$ cat src/rtl/opr_pkg.sv
package opr_pkg;

    // Instruction format: the address field width and micro-action bit
    // positions are fixed by the instruction word.
    localparam int ADDR_W     = 12;
    localparam int FSEL_W     = 3;
    localparam int BIT_IO_CLR = 11;   // 4000 octal
    localparam int BIT_AC_OR  = 10;   // 2000 octal
    localparam int BIT_AC_CMP = 9;    // 1000 octal
    localparam int BIT_HALT   = 8;    // 0400 octal
    localparam int BIT_AC_CLR = 7;    // 0200 octal
    localparam int BIT_F_SET  = 3;    // 0010 octal
    localparam logic [FSEL_W-1:0] FSEL_NONE = '0;
    localparam logic [FSEL_W-1:0] FSEL_ALL  = '1;

    // Decoded micro-actions of one operate word.
    typedef struct packed {
        logic              hit;
        logic              io_clr;
        logic              ac_clr;
        logic              ac_or;
        logic              ac_cmp;
        logic              halt;
        logic              f_set;
        logic [FSEL_W-1:0] f_sel;
    } uop_t;

endpackage

$ cat src/rtl/opr_decode.sv
module opr_decode
    import opr_pkg::*;
#(
    parameter int               OPC_W   = 6,
    parameter logic [OPC_W-1:0] OPC_OPR = 6'o76
) (
    input  logic              valid,
    input  logic [OPC_W-1:0]  opcode,
    input  logic [ADDR_W-1:0] addr,
    output uop_t              uop
);

    logic hit;

    always_comb begin
        hit        = valid && (opcode == OPC_OPR);
        uop        = '0;
        uop.hit    = hit;
        uop.io_clr = hit && addr[BIT_IO_CLR];
        uop.ac_clr = hit && addr[BIT_AC_CLR];
        uop.ac_or  = hit && addr[BIT_AC_OR];
        uop.ac_cmp = hit && addr[BIT_AC_CMP];
        uop.halt   = hit && addr[BIT_HALT];
        uop.f_set  = addr[BIT_F_SET];
        uop.f_sel  = hit ? addr[FSEL_W-1:0] : FSEL_NONE;
    end

endmodule

$ cat src/rtl/opr_acc_path.sv
module opr_acc_path
    import opr_pkg::*;
#(
    parameter int WORD_W = 36
) (
    input  logic [WORD_W-1:0] ac_in,
    input  logic [WORD_W-1:0] tword,
    input  uop_t              uop,
    output logic [WORD_W-1:0] ac_out
);

    // Three stages in fixed order: clear, merge, complement.
    localparam int NSTAGE = 3;

    logic [WORD_W-1:0] stage [NSTAGE+1];

    assign stage[0] = ac_in;

    for (genvar s = 0; s < NSTAGE; s++) begin : g_stage
        if (s == 0) begin : g_clr
            assign stage[s+1] = uop.ac_clr ? '0 : stage[s];
        end else if (s == 1) begin : g_or
            assign stage[s+1] = uop.ac_or ? (stage[s] | tword) : stage[s];
        end else begin : g_cmp
            assign stage[s+1] = uop.ac_cmp ? ~stage[s] : stage[s];
        end
    end

    assign ac_out = stage[NSTAGE];

endmodule

$ cat src/rtl/opr_flag_unit.sv
module opr_flag_unit
    import opr_pkg::*;
#(
    parameter int NFLAGS = 6
) (
    input  logic [NFLAGS-1:0] flags_in,
    input  uop_t              uop,
    output logic [NFLAGS-1:0] flags_out
);

    for (genvar k = 0; k < NFLAGS; k++) begin : g_flag
        localparam logic [FSEL_W-1:0] MY_CODE = FSEL_W'(k + 1);
        logic picked;
        assign picked       = (uop.f_sel == FSEL_ALL) || (uop.f_sel == MY_CODE);
        assign flags_out[k] = picked ? uop.f_set : flags_in[k];
    end

endmodule

$ cat src/rtl/opr_unit.sv
module opr_unit
    import opr_pkg::*;
#(
    parameter int               WORD_W  = 36,
    parameter int               NFLAGS  = 6,
    parameter int               OPC_W   = 6,
    parameter logic [OPC_W-1:0] OPC_OPR = 6'o76
) (
    input  logic               clk,
    input  logic               rst_n,
    input  logic               instr_valid,
    input  logic [OPC_W-1:0]   instr_opcode,
    input  logic [ADDR_W-1:0]  instr_addr,
    input  logic [WORD_W-1:0]  test_word,
    input  logic               io_ld,
    input  logic [WORD_W-1:0]  io_ld_data,
    output logic [WORD_W-1:0]  ac,
    output logic [WORD_W-1:0]  io_reg,
    output logic [NFLAGS-1:0]  flags,
    output logic               halt_req
);

    typedef struct packed {
        logic [WORD_W-1:0] ac;
        logic [WORD_W-1:0] io;
        logic [NFLAGS-1:0] flags;
        logic              halt;
    } state_t;

    uop_t              uop;
    logic [WORD_W-1:0] ac_nx;
    logic [NFLAGS-1:0] flags_nx;
    state_t            st_d;
    state_t            st_q;

    opr_decode #(
        .OPC_W   (OPC_W),
        .OPC_OPR (OPC_OPR)
    ) u_decode (
        .valid  (instr_valid),
        .opcode (instr_opcode),
        .addr   (instr_addr),
        .uop    (uop)
    );

    opr_acc_path #(
        .WORD_W (WORD_W)
    ) u_acc (
        .ac_in  (st_q.ac),
        .tword  (test_word),
        .uop    (uop),
        .ac_out (ac_nx)
    );

    opr_flag_unit #(
        .NFLAGS (NFLAGS)
    ) u_flags (
        .flags_in  (st_q.flags),
        .uop       (uop),
        .flags_out (flags_nx)
    );

    always_comb begin
        st_d       = st_q;
        st_d.ac    = ac_nx;
        st_d.flags = flags_nx;
        st_d.halt  = uop.halt;
        if (io_ld) begin
            st_d.io = io_ld_data;
        end
        if (uop.io_clr) begin
            st_d.io = '0;
        end
    end

    always_ff @(posedge clk or negedge rst_n) begin
        if (!rst_n) begin
            st_q <= '0;
        end else begin
            st_q <= st_d;
        end
    end

    assign ac       = st_q.ac;
    assign io_reg   = st_q.io;
    assign flags    = st_q.flags;
    assign halt_req = st_q.halt;

endmodule

$ cat config.mk
export PLATFORM = sky130hd
export DESIGN_NAME = opr_unit
export DESIGN_NICKNAME = d
export VERILOG_FILES = /design/src/rtl/opr_pkg.sv /design/src/rtl/opr_decode.sv /design/src/rtl/opr_acc_path.sv /design/src/rtl/opr_flag_unit.sv /design/src/rtl/opr_unit.sv
export SDC_FILE = /design/constraint.sdc
export NUM_CORES = 1
export LEC_CHECK = 0
export BUFFER_PORTS_ARGS = -buffer_cell sky130_fd_sc_hd__buf_2
export CAP_MARGIN = 20
export CELL_PAD_IN_SITES_DETAIL_PLACEMENT = 1
export CELL_PAD_IN_SITES_GLOBAL_PLACEMENT = 1
export CORE_MARGIN = 2
export CORE_UTILIZATION = 35
export CTS_CLUSTER_DIAMETER = 200
export DETAILED_ROUTE_END_ITERATION = 10
export PLACE_DENSITY = 0.84
export RECOVER_POWER = 25
export SLEW_MARGIN = 20
export SYNTH_ARGS = -nofsm -noshare
export SYNTH_HDL_FRONTEND = slang
export SYNTH_SLANG_ARGS = --single-unit
export TNS_END_PERCENT = 20
$ cat constraint.sdc
create_clock -name clk -period 0.9 [get_ports clk]
set_input_delay 0 -clock clk [delete_from_list [all_inputs] [get_ports clk]]
set_output_delay 0 -clock clk [all_outputs]
set_load 0.02 [all_outputs]
### Word-level counts from Yosys, hierarchy flattened

Cells that the tools add are included.
W data, S select, Z words.

* output and inout bits: 79
* RAM bits: 0
* logic and storage cells: 38
* memory bits (read-only): 0
* register bits: 79
* memories kept: 0
* input port bits: 94
* latch bits: 0

* shifts and indexed selects: 0
* add/subtract/negate cells: 0
* magnitude comparators: 0
* reduce and logical (&&, ||, !) cells: 13
* bitwise operators: 2
* multiply operators: 0
* eq/ne operators: 8
* divide/modulo/power cells: 0
* muxes and demuxes: 6

Operator list (number)
* $mux W36: 5
* $not A36 Y36: 1
* $or A36 B36 Y36: 1
* $eq A3 B3 Y1 const B: 4
* $eq A3 B2 Y1 const B: 2
* $eq A6 B6 Y1 const B: 1
* $logic_and A1 B1 Y1: 6
* $logic_or A1 B1 Y1: 6
* $eq A3 B1 Y1 const B: 1
* $mux W3: 1
* $reduce_bool A2 Y1: 1

### Logic depth before layout (Yosys ltp)

* depth in word-level cells: 8
* gate-level depth with buffers: 6
* mapped depth without buffers: 4

### Cells and area by module

Synthesis repeated with hierarchy kept, for this count alone.

* cell total of the unflattened synthesis: 282
* area, all modules: 3669.8 um^2

By module, submodules not included
* opr_unit: sequential area each 1976.9 um^2, area each 2562.5 um^2, cells an instance 159, instances 1
* opr_acc_path: sequential area each 0.0 um^2, area each 853.3 um^2, cells an instance 84, instances 1
* opr_decode: sequential area each 0.0 um^2, area each 137.6 um^2, cells an instance 24, instances 1
* opr_flag_unit: sequential area each 0.0 um^2, area each 116.4 um^2, cells an instance 15, instances 1

### Worst setup path after synthesis

Ideal clock, no wire load.

* path kind: input port to flip-flop
* from: in instr_opcode[3]
* to: reg st_q, in the netlist ac[10]
* data required time: 0.821 ns
* arrival time: 1.196 ns
* cell stages on the path: 6
* library setup time: 0.079 ns
* buffers on the path: 2
* setup slack: -0.375 ns
* cells stage by stage: nand4_4 or4b_4 buf_6 buf_12 a22oi_2 xor2_1

* cells in the longest elaborated chain, start to end: 8
* elaborated cells between the ends (all ways): 10
* those cells by class: eq/ne: 1; mux: 3; bitwise: 2; reduce/logical: 4

Ends and longest elaborated chain
* from (decl): RTL line opr_unit.sv:12 `input logic [OPC_W-1:0] instr_opcode,`
* $eq A6 B6 Y1 *: RTL line opr_decode.sv:16 `hit = valid && (opcode == OPC_OPR);`
* $logic_and A1 B1 Y1 *: RTL line opr_decode.sv:16
* $logic_and A1 B1 Y1: RTL line opr_decode.sv:20 `uop.ac_clr = hit && addr[BIT_AC_CLR];`
* $mux W36: RTL line opr_acc_path.sv:21 `assign stage[s+1] = uop.ac_clr ? '0 : stage[s];`
* $or A36 B36 Y36: RTL line opr_acc_path.sv:23 `assign stage[s+1] = uop.ac_or ? (stage[s] | tword) : stage[s];`
* $mux W36: RTL line opr_acc_path.sv:23
* $not A36 Y36: RTL line opr_acc_path.sv:25 `assign stage[s+1] = uop.ac_cmp ? ~stage[s] : stage[s];`
* $mux W36 *: RTL line opr_acc_path.sv:25
* net ac_nx[10]: RTL line opr_unit.sv:31 `logic [WORD_W-1:0] ac_nx;`
* to (signal assigned): RTL line opr_unit.sv:80 `st_q <= st_d;`
* to (decl): RTL line opr_unit.sv:34 `state_t st_q;`

Mark *: on every way through the listed nets, which the timed path passes. The rest lies on a longest branch.
A chain may end at the register's enable or synchronous reset.

### Worst setup path in the final report

* from: in instr_opcode[5]
* to: reg st_q, in the netlist ac[32]

Same word-level chain as after synthesis.

==> summary.txt <==
Run status
  • Status: finished, violations left
  • Violated checks: negative setup slack

Place
  • Hpwl dp: 6783 um
  • Final GP Congestion: 0.7664
  • Area after DPL: 0.004634 sq mm
  • I/O Buffers: 169
  • Dpl ws: -597.2 ps

Clock tree
  • Max clock buf depth: 2
  • Reg clk slew, reported paths: 80 ps
  • Root buf cell: clkbuf_8
  • H-tree depth: 3
  • CTS buffer count: 9
  • TritonCTS clock tree: yes
  • Worst-Skew Late Latency: 330 ps
  • TritonCTS Sinks: 79

Cells and area
  • Final #Nets: 614
  • Synthesis-to-layout area growth: 66.65%
  • Fill count: 1028
  • Register Area: 0.001977 sq mm
  • Multi-input logic area: 0.001490 sq mm
  • Commonest non-fill, non-tap cell in the layout: buf_2
  • Final instance area: 0.005978 sq mm
  • Layout cells sized above 1: 0.4743
  • Most frequent cells in the layout: 131 x buf_2, 79 x dfrtp_1, 74 x dlygate4sd3_1

GRT
  • First-pass GRT wire length: 18680 um
  • GRT overflow: 0
  • Largest net degree at the start of global routing: 42
  • Vias in the first global route: 3520
  • Total track usage: 0.2116
  • Antenna violations before repair: 1

Route
  • DR iter-0 viols: 77
  • Residual DRC: 0
  • Vias/cell: 4.753
  • ANT nets after route: 0
  • Drt first pass iters: 4
  • DR WL/cell: 19.80 um
  • Vias: 3132
  • Total wire length: 13050 um

Yosys
  • Post-synthesis sequential area ratio: 0.5511
  • Mapped cell area: 0.003587 sq mm
  • Yosys cell types: 21
  • Synthesized Nets: 358
  • Mean Syn Cell Area: 13.59 sq um
  • Flops & latches, synth: 79
  • Ys Warns: 0
  • Mapped Cells: 264

STA
  • # setup viols final: 67
  • Final count of pins violating max slew: 0
  • RSZ-0062 raised after global routing: yes
  • Max-Slew Margin vs Limit: 0.6206
  • Least-Margin Pin Slew: 569.1 ps
  • Fmax: 903.8 MHz
  • Final count of hold timing violations: 0
  • PnR worst setup slack: -206.4 ps
  • Period utilisation layout: 1.229
  • Fin Clk Skew: 0 ps
  • Min Tclk post-route: 1106 ps

Critical path
  • FF-to-FF Start: ac[4]
  • Kind of start point of the critical path: input port
  • Flop2flop setup slack: -20 ps
  • Arrival time worst endpoint: 1330 ps
  • Worst Path Max Fanout: 18
  • Crit Path Category: in -> reg
  • Critical Path Sink Type: flip-flop
  • Setup crit start: instr_opcode[5]
  • Worst Path Required: 1120 ps

Die
  • Die area: 0.01107 sq mm
  • IO Count: 173
  • Chip height: 105.2 um
  • Core Area: 0.009864 sq mm
  • Die X: 105.2 um
  • Initial Utilization: 0.3636
  • Std cell rows: 36

Worst hold path
  • HP Start: test_word[20]
  • Worst Hold Class: in -> reg

Power
  • Overall power: 10.70 mW
  • IR drop worst, VDD: 0.001233 V
  • PD cells: 1790 mW/mm^2
  • Pleak: 2.881 nW

Run
  • Max Cap Viol: 0
[critical path, cell delays in order]
cell	delay, ps
buf_8	70
nand4_4	120
buf_4	160
nor4b_4	250
buf_4	190
buf_8	240
a22oi_2	120
xor2_1	170
[final timing paths]
check / end / cells past startpoint
max: ac[32] / 8
min reg2reg: flags[4] / 1
min in group asynchronous: io_reg[29] / 3
max in group asynchronous: ac[11] / 3
min: ac[20] / 3
max reg2reg: ac[4] / 2
[routing by layer]
layer,GRT usage,vias to the layer above,part of all wire
met5,0,-,0
met4,0.05333,0,0.014
met3,0.05071,17,0.050
met2,0.4069,107,0.57
met1,0.2303,1580,0.37
li1,-,1428,-
[kinds of logic after synthesis]
logic type / share of synthesized area
flops: 0.5511
simple gates: 0.07150
mux: 0.1193
xor+xnor: 0.09522
compound gates: 0.1245
buf+inv: 0.03837
[Yosys cell counts (all sizes together)]
library cell	number	area, sq um
nand3	6	30.03
mux2	6	67.56
nor4b	1	23.77
or4b	1	13.76
dfrtp	79	1977
mux2i	36	360.4
nor2	36	135.1
nand2	2	10.01
a22oi	36	446.7
xnor2	3	26.28
and2	2	12.51
nor3	1	10.01
xor2	36	315.3
nand4	1	21.27
buf	18	137.6
[area by class of cell]
| cell class | count | share of cell area |
|---|---|---|
| antenna | 1 | 0.0004186 |
| clock buffer | 9 | 0.02072 |
| clock inverter | 7 | 0.01612 |
| multi-input combinational | 167 | 0.2493 |
| sequential | 79 | 0.3307 |
| tap | 133 | 0.02784 |
| timing repair buffer | 263 | 0.3550 |
[per-stage QoR]
step | setup TNS [ps] | cells | utilization | hold WS, ps
2_1_floorplan | -22710 | 264 | - | -295.6
3_3_place_gp | -23530 | 559 | 0.4698 | -8.226
3_5_place_dp | -27090 | 559 | 0.4698 | -7.810
4_1_cts | -6678 | 648 | 0.5705 | 0.4631
5_1_grt | -10700 | 659 | 0.6060 | 5.722
6_report | -7038 | 659 | 0.6060 | 21.84
[repair_timing]
action,CTS,global route
setup buffers,0,4
hold endpoints to repair,156,1
resized for setup,13,65
hold buffers,73,1
endpoints found under the setup margin,94,116
pin swaps,0,8
gates cloned,0,5
[power by group]
group | total (mW) | internal, mW | switching, mW
combinational | 3.21 | 1.58 | 1.64
sequential | 4.57 | 4.09 | 0.476
clock | 2.92 | 1.57 | 1.35
No activity file was read; power rests on OpenSTA's default activity.
